[src/rtl/mq_pkg.sv]
package mq_pkg;
    typedef enum logic [1:0] {
        MQ_IDLE      = 2'd0,
        MQ_WRITEBACK = 2'd1,
        MQ_FETCH     = 2'd2,
        MQ_AWAIT     = 2'd3
    } mq_state_e;
endpackage

[src/rtl/mq_lookup.sv]
// Associative match of a line address against all queue entries.
module mq_lookup #(
    parameter int N  = 4,
    parameter int AW = 27,
    parameter int IW = 2
) (
    input  logic [N-1:0]    vld,
    input  logic [N*AW-1:0] lines,
    input  logic [AW-1:0]   key,
    output logic            hit,
    output logic [IW-1:0]   idx
);
    always_comb begin
        hit = 1'b0;
        idx = '0;
        for (int i = 0; i < N; i++) begin
            if (!hit && vld[i] && lines[i*AW +: AW] == key) begin
                hit = 1'b1;
                idx = IW'(i);
            end
        end
    end
endmodule

[src/rtl/mq_victim_pick.sv]
// Free-running LFSR chooses a rotating start point; the first eligible
// entry at or after it is selected.
module mq_victim_pick #(
    parameter int N  = 4,
    parameter int IW = 2
) (
    input  logic          clk,
    input  logic          rst_n,
    input  logic [N-1:0]  elig,
    output logic          found,
    output logic [IW-1:0] idx
);
    logic [7:0] lfsr;
    int         start;

    always_ff @(posedge clk or negedge rst_n) begin
        if (!rst_n) lfsr <= 8'hA5;
        else        lfsr <= {lfsr[6:0], lfsr[7] ^ lfsr[5] ^ lfsr[4] ^ lfsr[3]};
    end

    always_comb begin
        start = int'(lfsr) % N;
        found = 1'b0;
        idx   = '0;
        for (int k = 0; k < N; k++) begin
            if (!found && elig[(start + k) % N]) begin
                found = 1'b1;
                idx   = IW'((start + k) % N);
            end
        end
    end
endmodule

[src/rtl/mq_write_coalesce.sv]
module mq_write_coalesce
    import mq_pkg::*;
#(
    parameter int ENTRIES    = 4,
    parameter int LINE_BYTES = 32,
    parameter int WORD_BYTES = 8,
    parameter int LINE_AW    = 27,
    localparam int IW = $clog2(ENTRIES),
    localparam int WI = $clog2(LINE_BYTES / WORD_BYTES)
) (
    input  logic                    clk,
    input  logic                    rst_n,
    input  logic                    st_valid,
    input  logic [LINE_AW-1:0]      st_line,
    input  logic [WI-1:0]           st_word,
    input  logic [WORD_BYTES-1:0]   st_be,
    input  logic [WORD_BYTES*8-1:0] st_data,
    output logic                    st_ready,
    input  logic                    ld_valid,
    input  logic [LINE_AW-1:0]      ld_line,
    input  logic [WI-1:0]           ld_word,
    input  logic [WORD_BYTES-1:0]   ld_be,
    output logic                    ld_hit,
    output logic                    ld_wait,
    output logic                    ld_miss,
    output logic [WORD_BYTES*8-1:0] ld_data,
    input  logic                    fence_valid,
    output logic                    fence_ack,
    output logic                    mem_req_valid,
    output logic                    mem_req_write,
    output logic [LINE_AW-1:0]      mem_req_line,
    output logic [LINE_BYTES*8-1:0] mem_req_data,
    input  logic                    mem_req_ready,
    input  logic                    mem_rsp_valid,
    input  logic [LINE_BYTES*8-1:0] mem_rsp_data,
    output logic                    fill_valid,
    output logic [LINE_AW-1:0]      fill_line,
    output logic [LINE_BYTES*8-1:0] fill_data
);
    localparam int LB = LINE_BYTES;
    localparam int WB = WORD_BYTES;

    mq_state_e state, state_nxt;

    logic [LINE_AW-1:0] e_line [ENTRIES];
    logic [LB-1:0]      e_mask [ENTRIES];
    logic [LB*8-1:0]    e_data [ENTRIES];
    logic [ENTRIES-1:0] e_vld;
    logic [ENTRIES*LINE_AW-1:0] lines_flat;
    logic [ENTRIES-1:0] full_vec, part_vec;

    logic [IW-1:0] b_idx, b_idx_nxt;
    logic          rd_dem;

    // per-entry summaries
    for (genvar g = 0; g < ENTRIES; g++) begin : g_ent
        assign lines_flat[g*LINE_AW +: LINE_AW] = e_line[g];
        assign full_vec[g] = e_vld[g] &&  (&e_mask[g]);
        assign part_vec[g] = e_vld[g] && !(&e_mask[g]);
    end

    logic s_hit, l_hit, pick_found;
    logic [IW-1:0] s_idx, l_idx, pick_idx;

    mq_lookup #(.N(ENTRIES), .AW(LINE_AW), .IW(IW)) u_st_lookup (
        .vld(e_vld), .lines(lines_flat), .key(st_line), .hit(s_hit), .idx(s_idx));
    mq_lookup #(.N(ENTRIES), .AW(LINE_AW), .IW(IW)) u_ld_lookup (
        .vld(e_vld), .lines(lines_flat), .key(ld_line), .hit(l_hit), .idx(l_idx));
    mq_victim_pick #(.N(ENTRIES), .IW(IW)) u_pick (
        .clk(clk), .rst_n(rst_n), .elig(part_vec), .found(pick_found), .idx(pick_idx));

    // free slot and first full entry
    logic          free_found, full_found;
    logic [IW-1:0] free_idx, full_idx;
    always_comb begin
        free_found = 1'b0; free_idx = '0;
        full_found = 1'b0; full_idx = '0;
        for (int i = 0; i < ENTRIES; i++) begin
            if (!free_found && !e_vld[i]) begin free_found = 1'b1; free_idx = IW'(i); end
            if (!full_found && full_vec[i]) begin full_found = 1'b1; full_idx = IW'(i); end
        end
    end

    // store acceptance
    logic          busy, st_fire;
    logic [IW-1:0] tgt;
    logic [LB-1:0] st_bmask;
    int            st_base;
    assign busy     = (state != MQ_IDLE);
    assign st_ready = s_hit ? !(busy && s_idx == b_idx) : free_found;
    assign st_fire  = st_valid && st_ready;
    assign tgt      = s_hit ? s_idx : free_idx;
    assign st_base  = int'(st_word) * WB;
    assign st_bmask = {{(LB-WB){1'b0}}, st_be} << st_base;

    // load lookup
    logic [WB-1:0]   l_mw;
    logic [WB*8-1:0] l_raw;
    logic            l_cov, l_ovl, load_dem;
    assign l_mw  = e_mask[l_idx][int'(ld_word)*WB +: WB];
    assign l_raw = e_data[l_idx][int'(ld_word)*WB*8 +: WB*8];
    assign l_cov = (ld_be & ~l_mw) == '0;
    assign l_ovl = |(ld_be & l_mw);
    assign ld_hit  = ld_valid && l_hit && l_cov;
    assign ld_wait = ld_valid && l_hit && !l_cov && l_ovl;
    assign ld_miss = ld_valid && !ld_hit && !ld_wait;
    assign load_dem = ld_wait || ld_miss;

    always_comb begin
        for (int b = 0; b < WB; b++)
            ld_data[b*8 +: 8] = ld_be[b] ? l_raw[b*8 +: 8] : 8'h00;
    end

    // next state
    logic demand, start_fetch, free_evt;
    assign demand = rd_dem || fence_valid || (&e_vld);

    always_comb begin
        state_nxt   = state;
        b_idx_nxt   = b_idx;
        start_fetch = 1'b0;
        unique case (state)
            MQ_IDLE: begin
                if (full_found) begin
                    state_nxt = MQ_WRITEBACK;
                    b_idx_nxt = full_idx;
                end else if (demand && pick_found) begin
                    state_nxt   = MQ_FETCH;
                    b_idx_nxt   = pick_idx;
                    start_fetch = 1'b1;
                end
            end
            MQ_WRITEBACK: if (mem_req_ready) state_nxt = MQ_IDLE;
            MQ_FETCH:     if (mem_req_ready) state_nxt = MQ_AWAIT;
            MQ_AWAIT:     if (mem_rsp_valid) state_nxt = MQ_IDLE;
            default:      state_nxt = MQ_IDLE;
        endcase
    end

    // state register
    always_ff @(posedge clk or negedge rst_n) begin
        if (!rst_n) begin
            state  <= MQ_IDLE;
            b_idx  <= '0;
            rd_dem <= 1'b0;
        end else begin
            state  <= state_nxt;
            b_idx  <= b_idx_nxt;
            rd_dem <= (rd_dem && !start_fetch) || load_dem;
        end
    end

    // outputs
    always_comb begin
        mem_req_valid = 1'b0;
        mem_req_write = 1'b0;
        fill_valid    = 1'b0;
        unique case (state)
            MQ_WRITEBACK: begin mem_req_valid = 1'b1; mem_req_write = 1'b1; end
            MQ_FETCH:     mem_req_valid = 1'b1;
            MQ_AWAIT:     fill_valid = mem_rsp_valid;
            default:      ;
        endcase
        mem_req_line = e_line[b_idx];
        mem_req_data = e_data[b_idx];
        fill_line    = e_line[b_idx];
        for (int k = 0; k < LB; k++)
            fill_data[k*8 +: 8] = e_mask[b_idx][k] ? e_data[b_idx][k*8 +: 8]
                                                   : mem_rsp_data[k*8 +: 8];
        fence_ack = fence_valid && !busy && !(|e_vld);
    end

    assign free_evt = (state == MQ_WRITEBACK && mem_req_ready) ||
                      (state == MQ_AWAIT && mem_rsp_valid);

    // entry valid flags and byte masks
    always_ff @(posedge clk or negedge rst_n) begin
        if (!rst_n) begin
            e_vld <= '0;
            for (int i = 0; i < ENTRIES; i++) e_mask[i] <= '0;
        end else begin
            if (free_evt) e_vld[b_idx] <= 1'b0;
            if (st_fire) begin
                e_vld[tgt]  <= 1'b1;
                e_mask[tgt] <= (s_hit ? e_mask[tgt] : '0) | st_bmask;
            end
        end
    end

    // entry line addresses and data
    always_ff @(posedge clk) begin
        if (st_fire) begin
            if (!s_hit) e_line[tgt] <= st_line;
            for (int b = 0; b < WB; b++)
                if (st_be[b]) e_data[tgt][(st_base + b)*8 +: 8] <= st_data[b*8 +: 8];
        end
    end
endmodule

[config.mk]
export PLATFORM = sky130hd
export DESIGN_NAME = mq_write_coalesce
export DESIGN_NICKNAME = d
export VERILOG_FILES = /design/src/rtl/mq_pkg.sv /design/src/rtl/mq_lookup.sv /design/src/rtl/mq_victim_pick.sv /design/src/rtl/mq_write_coalesce.sv
export SDC_FILE = /design/constraint.sdc
export NUM_CORES = 2
export LEC_CHECK = 0
export BUFFER_PORTS_ARGS = -buffer_cell sky130_fd_sc_hd__buf_2
export CORE_MARGIN = 4
export CORE_UTILIZATION = 43
export CTS_BUF_LIST = sky130_fd_sc_hd__clkbuf_8
export DETAILED_ROUTE_END_ITERATION = 16
export HOLD_SLACK_MARGIN = 0.05
export PLACE_DENSITY = 0.69
export SYNTH_ARGS = -nofsm -noshare
export SYNTH_HDL_FRONTEND = slang
export SYNTH_SLANG_ARGS = --single-unit
[constraint.sdc]
create_clock -name clk -period 10.2 [get_ports clk]
set_input_delay 1.53 -clock clk [delete_from_list [all_inputs] [get_ports clk]]
set_output_delay 1.53 -clock clk [all_outputs]
set_load 0.1 [all_outputs]
; ---- After elaboration in Yosys (flattened, before gate mapping)
; Memory sizes are Yosys's and may differ from the RTL's.
; Index checks and enable logic that the tools add are counted.
[op_classes]
add_sub_neg = 18
n_lt_le_gt_ge = 12
eq_ne = 16
shifts = 19
muxes = 1941
bitwise = 1808
reduce_logical = 98
[ops]
columns = op, count
row1 = 2-to-1 mux 256 bit, 8
row2 = variable shift 8 x 33 -> 256 bit (first input constant), 8
row3 = variable part select 8 x 33 -> 256 bit, 8
row4 = 2-to-1 mux 1 bit, 1851
row5 = bitwise OR 1 bit, 1792
row6 = 2-to-1 mux 8 bit, 40
row7 = 2-to-1 mux 32 bit, 8
row8 = variable part select 256 x 9 -> 64 bit, 1
row9 = negator 9 -> 33 bit, 7
row10 = equality test 27 bit, 8
row11 = binary-select mux 32 bit (select 2 bit), 3
row12 = bitwise mux 128 bit, 1
row13 = AND reduction 32 bit, 4
row14 = demux 32 bit (select 2 bit), 1
row15 = logical AND 1 bit, 48
row16 = 2-to-1 mux 2 bit, 20
row17 = negator 8 -> 33 bit, 1
row18 = bitwise OR 32 bit, 1
row19 = variable part select 32 x 6 -> 8 bit, 1
row20 = left shift 8 x 5 -> 32 bit, 1
row21 = logical NOT 1 bit, 28
row22 = adder 5 x 3 -> 6 bit (second input constant), 4
row23 = AND 8 bit, 2
row24 = adder 5 x 2 -> 6 bit (second input constant), 2
row25 = 33 further kinds, 64
[word_totals]
regBits = 145
ram_bits = 1132
word_cells = 3923
mem_count = 2
[memory_table]
columns = name, words, width, read_ports, rd_ports_with_merged_regs, wr, line_no
row1 = e_data, 4, 256, 2, 0, 1, mq_write_coalesce.sv:47  ; logic [LB*8-1:0] e_data [ENTRIES];
row2 = e_line, 4, 27, 5, 0, 1, mq_write_coalesce.sv:45  ; logic [LINE_AW-1:0] e_line [ENTRIES];

; ---- Depth between registers and ports, before layout
; An unclocked memory read counts as a cell.
[depth]
word_depth = 31
ltp_mapped = 16

; ---- Modules after synthesis
; A second synthesis with hierarchy kept.
[hier_totals]
cells_unflattened = 3858
area_unflattened_um2 = 65525.3
[by_module_without_submodules]
columns = mod, n_inst, cells_per_inst, area_per_inst_um2, seq_area_each_um2
row1 = mq_write_coalesce, 1, 3522, 62740.2, 37420.9
row2 = mq_lookup, 2, 157, 1241.2, 0.0
row3 = mq_victim_pick, 1, 22, 302.8, 205.2

; ---- Worst setup path after synthesis
; No wires, ideal clock.
[synth_path]
path_type = input port to output port
start = input ld_line[22]
end = output ld_miss
t_arrival_ps = 6361
required_ps = 8670
slack_ps = 2309
stages = 14
n_path_buf = 3
path_cell_list = clkbuf_1 -> xnor2_1 -> nand4_1 -> or4_1 -> clkbuf_1 -> or2_0 -> clkbuf_1 -> or3_1 -> o21ai_0 -> o22ai_1 -> o41ai_1 -> o2111ai_1 -> a211o_1 -> o21ai_0
[synth_between]
elab_chain_cells = 28
word_cells_on_any_way = 40
classes_between = eq/ne: 4 / shift: 1 / mux: 10 / bitwise: 4 / reduce/logical: 21
[synth_rtl]
columns = element, line_no
row1 = from (decl), mq_write_coalesce.sv:20  ; input logic [LINE_AW-1:0] ld_line,
row2 = equality test 27 bit, mq_lookup.sv:17  ; if (!hit && vld[i] && lines[i*AW +: AW] == key) begin
row3 = logical AND 1 bit, mq_lookup.sv:17
row4 = 2-to-1 mux 1 bit, mq_lookup.sv:17
row5 = logical NOT 1 bit, mq_lookup.sv:17
row6 = logical AND 1 bit (2 in a row), mq_lookup.sv:17
row7 = 2-to-1 mux 1 bit, mq_lookup.sv:17
row8 = logical NOT 1 bit, mq_lookup.sv:17
row9 = logical AND 1 bit (2 in a row), mq_lookup.sv:17
row10 = [... 9 more ...], -
row11 = variable part select 32 x 6 -> 8 bit, mq_write_coalesce.sv:100  ; assign l_mw = e_mask[l_idx][int'(ld_word)*WB +: WB];
row12 = inverter 8 bit, mq_write_coalesce.sv:102  ; assign l_cov = (ld_be & ~l_mw) == '0;
row13 = AND 8 bit, mq_write_coalesce.sv:102
row14 = logical NOT 8 bit, mq_write_coalesce.sv:102
row15 = logical NOT 1 bit, mq_write_coalesce.sv:105  ; assign ld_wait = ld_valid && l_hit && !l_cov && l_ovl;
row16 = logical AND 1 bit (2 in a row), mq_write_coalesce.sv:105
row17 = logical NOT 1 bit, mq_write_coalesce.sv:106  ; assign ld_miss = ld_valid && !ld_hit && !ld_wait;
row18 = logical AND 1 bit *, mq_write_coalesce.sv:106
row19 = to (decl), mq_write_coalesce.sv:25  ; output logic ld_miss,
; Every way passes the cells marked *; elsewhere a longest branch is shown, timed or not. The select of a mux whose other input is x is not followed.

; ---- Worst setup path after layout
[layout_path]
start = input ld_line[6]
end = output ld_hit
[layout_between]
elab_chain_cells = 24
word_cells_on_any_way = 31
classes_between = eq/ne: 4 / shift: 1 / mux: 10 / bitwise: 3 / reduce/logical: 13
[layout_rtl]
columns = element, line_no
row1 = equality test 27 bit, mq_lookup.sv:17
row2 = logical AND 1 bit, mq_lookup.sv:17
row3 = 2-to-1 mux 1 bit, mq_lookup.sv:17
row4 = logical NOT 1 bit, mq_lookup.sv:17
row5 = logical AND 1 bit (2 in a row), mq_lookup.sv:17
row6 = 2-to-1 mux 1 bit, mq_lookup.sv:17
row7 = logical NOT 1 bit, mq_lookup.sv:17
row8 = logical AND 1 bit (2 in a row), mq_lookup.sv:17
row9 = [... 5 more ...], -
row10 = inverter 2 -> 3 bit (implied by the code), mq_write_coalesce.sv:100
row11 = binary-select mux 32 bit (select 2 bit), mq_write_coalesce.sv:100
row12 = 2-to-1 mux 32 bit (implied by the code) (2 in a row), mq_write_coalesce.sv:100
row13 = variable part select 32 x 6 -> 8 bit, mq_write_coalesce.sv:100
row14 = inverter 8 bit, mq_write_coalesce.sv:102
row15 = AND 8 bit, mq_write_coalesce.sv:102
row16 = logical NOT 8 bit, mq_write_coalesce.sv:102
row17 = logical AND 1 bit *, mq_write_coalesce.sv:104  ; assign ld_hit = ld_valid && l_hit && l_cov;
row18 = to (decl), mq_write_coalesce.sv:23  ; output logic ld_hit,
; Marked as above.

==> impl_metrics.json <==
{
  "status": "finished with violations",
  "violations": "capacitance limit, slew limit",
  "synth_enable_flop_cells": 1132,
  "syn_area_um2": 68000,
  "vdd_ir_drop_max_uv": 512,
  "leakage_nw": 28.8,
  "gr-total-overflow": 0,
  "numClockSinks": 1277,
  "num_rows": 145,
  "synthesis.instances": 4452,
  "die-width_um": 406,
  "path_cells": "buf_2, xnor2_1, nand4_1, nor4_2, and2_0, o31a_4, o221ai_1, a311oi_1, nor4_1, a2111o_1, or2_1, nor2_1, buf_2",
  "worst_hold_slack_ns": 0.317,
  "grt_max_degree": 131,
  "vias_per_cell": 6.22,
  "detail_route.iter0.violations": 5042,
  "layout_worst_path_cycle_share": 0.852,
  "wire_length_of_the_first_global_routing_pass_um": 342000,
  "critical_path_arrival_ns": 7.16,
  "cts_setup_buffers": 0,
  "place_ws_ns": 1.68,
  "fp.dieArea_um2": 165000,
  "postSynthNetCount": 4861,
  "cts_tree": "built",
  "fin_setup_tns_ns": 0,
  "cts_buffers": 209,
  "n_fill_cell": 13300,
  "first_pass_iters": 6,
  "htreeDepth": 4,
  "finalWeightedCongestion": 0.964,
  "routedLengthMet1_um": 95300,
  "chipHeight_um": 406,
  "yosys_warnings": 0,
  "worstHoldPathCells": 0,
  "yosys.cell_types.count": 78,
  "hold_path_startpoint": "u_pick.lfsr[6]",
  "critical-path-top-cell-by-count": "sky130_fd_sc_hd__buf_2",
  "hold_path_end": "u_pick.lfsr[7]",
  "ant_nets": 0,
  "regArea_um2": 37600,
  "route.met2.wl_um": 114000,
  "crit_path_max_incr_delay_ns": 1.26,
  "setup_slack_ns": 1.51,
  "ctsHoldBuffers": 0,
  "routed_wire_length_per_instance_um": 32.1,
  "design.final.nets": 5821,
  "yosysSeqAreaShare": 0.553,
  "criticalPathCategory": "input pin to primary output",
  "drt_drc_violations_left": 0,
  "post_synthesis_to_final_layout_area_growth_pct": 16.5,
  "fin_max_slew_vios": 8,
  "grt_antenna_before_repair": 48,
  "start_kind": "input pin",
  "crit_required_ns": 8.67,
  "clock-root-buffer": "sky130_fd_sc_hd__clkbuf_8",
  "insertion_delay_to_the_later_sink_of_the_worst_skew_pair_ns": 0.95,
  "max_capacitance_violation_count": 1,
  "ioPinCount": 1039,
  "core-area_um2": 157000,
  "finalHoldViolCount": 0,
  "rr_worst_depth": 11,
  "routed.top_layer": "met5",
  "finalWirelength_um": 246000,
  "synth_seq_cells": 1277,
  "worstHoldPathType": "flip-flop to flip-flop",
  "postSynthAreaPerCell_um2": 15.3,
  "finalCriticalPeriod_ns": 8.69,
  "dp_hpwl_um": 174000,
  "critical_path.reg2reg.endpoint": "e_data[3][207]",
  "start_util": 0.434,
  "power_density_nw_per_um2": 318,
  "max-slew-margin-rel": -0.0146,
  "rsz0062_at_grt": "no",
  "timing.fmax_ghz": 0.115,
  "clk_pin_slew_worst_paths_ns": 0.06,
  "dominantRegCellSynth": "sky130_fd_sc_hd__edfxtp_1",
  "endpoint_kind": "primary output",
  "drive_gt1_frac": 0.396,
  "regToRegSetupSlack_ns": 3.90,
  "postSynth.asyncResetShare": 0.114,
  "groute.usage.overall": 0.291,
  "clock-skew-final_ns": 0.0527,
  "setup_viol": 0,
  "slew_at_the_pin_closest_to_its_max_slew_limit_ns": 1.51,
  "critical_path.max_fanout": 31,
  "vias": 47700,
  "number_of_global_route_vias_before_repair": 46700,
  "crit_slowest_cell": "sky130_fd_sc_hd__nor4_2",
  "cts_resized": 0,
  "r2r_start": "e_line[1][8]",
  "route.met3.wl_um": 24900,
  "clockBufferDepth": 3,
  "multiInputGateArea_um2": 28800,
  "port-buffer-count": 1038
}
-- critical path, delay by kind of cell --
| family | cells | cell delay (ns) |
|---|---|---|
| buffers and inverters | 2 | 0.66 |
| AND/OR/NAND/NOR | 6 | 3.06 |
| XOR/XNOR | 1 | 0.36 |
| AO/OA/AOI/OAI | 4 | 1.51 |
-- power by group --
part / switching, mW / leakage, nW / internal [mW]
combinational: 11.5 / 13.6 / 2.80
clock: 2.13 / 2.31 / 2.18
sequential: 0.527 / 12.9 / 6.07
-- metrics by stage --
| step | instance area [um^2] | cells | power [mW] | utilization |
|---|---|---|---|---|
| after floorplan | 68000 | 4452 | 17.9 | - |
| after global placement | 75100 | 7259 | 20.9 | 0.479 |
| after detailed placement | 75100 | 7259 | 20.9 | 0.479 |
| after CTS | 79100 | 7640 | 25.2 | 0.505 |
| after global routing | 79100 | 7655 | 25.8 | 0.505 |
| final | 79200 | 7669 | 25.2 | 0.505 |
-- worst max-delay path by stage --
stage                 from  endpoint  slack (ns)
2_1_floorplan  ld_line[22]   ld_miss        2.31
3_3_place_gp    ld_line[6]    ld_hit        1.71
3_5_place_dp   ld_line[16]    ld_hit        1.68
4_1_cts        ld_line[16]    ld_hit        1.66
5_1_grt        ld_line[16]    ld_hit        1.55
6_report        ld_line[6]    ld_hit        1.51
-- cell type report --
cell class / instances / area share
sequential: 1277 / 0.475
multi-input combinational: 2784 / 0.363
timing repair buffer: 1108 / 0.0763
clock buffer: 219 / 0.0381
tap: 2058 / 0.0325
clock inverter: 162 / 0.0121
inverter: 32 / 0.00152
antenna: 29 / 0.000916
-- per-layer routing --
layer,up-vias,track usage
met2,2902,0.450
met4,10,0.136
met1,24500,0.390
met5,-,0
li1,19700,-
met3,542,0.0717
-- cell families after synthesis --
kind of cell | count (synthesis) | synth area share
buf+inv | 391 | 0.0247
fa+ha+maj | 8 | 0.00147
mux | 1419 | 0.297
simple gates | 864 | 0.0682
compound gates | 274 | 0.0268
xor+xnor | 219 | 0.0282
flops | 1277 | 0.553
-- synth_stat cells (12+ instances only) --
library cell	number	area [um^2]
sky130_fd_sc_hd__o21a_1	26	195
sky130_fd_sc_hd__xor2_1	96	841
sky130_fd_sc_hd__and3_1	235	1470
sky130_fd_sc_hd__dfrtp_1	141	3530
sky130_fd_sc_hd__mux2i_1	615	6160
sky130_fd_sc_hd__xnor2_1	123	1080
sky130_fd_sc_hd__nand2_1	116	435
sky130_fd_sc_hd__a21oi_1	53	265
sky130_fd_sc_hd__nor4_1	45	282
sky130_fd_sc_hd__buf_1	61	229
sky130_fd_sc_hd__and2_1	99	619
sky130_fd_sc_hd__inv_1	31	116
sky130_fd_sc_hd__mux4_2	443	9980
sky130_fd_sc_hd__nand4_1	77	482
sky130_fd_sc_hd__buf_4	28	210
sky130_fd_sc_hd__a31oi_1	21	131
sky130_fd_sc_hd__edfxtp_1	1132	34000
sky130_fd_sc_hd__mux2_2	361	4070
sky130_fd_sc_hd__o221ai_1	12	105
sky130_fd_sc_hd__clkbuf_1	191	717
sky130_fd_sc_hd__nand3_1	24	120
sky130_fd_sc_hd__o21ai_0	66	330
sky130_fd_sc_hd__nor3_1	31	155
sky130_fd_sc_hd__o311ai_0	15	131
sky130_fd_sc_hd__o211ai_1	19	143
sky130_fd_sc_hd__buf_2	78	390
sky130_fd_sc_hd__nor2_1	193	724
-- state kept, by name, summed over array words and instances, names as in the netlist --
register	flops
rd_dem	1
u_pick.lfsr	8
e_mask	128
state	2
e_data	1024
b_idx	2
e_vld	4
e_line	108
-- cell usage in the layout (no fill, tap or decap), drive strengths merged, types with 123 or more instances in the layout --
cell type	synthesis	final
and3	235	235
buf	168	1108
clkbuf	191	219
dfrtp	141	141
edfxtp	1132	1132
mux2	361	361
mux2i	615	615
mux4	443	443
nor2	194	194
xnor2	123	123
(Power assumes the default switching activity.)
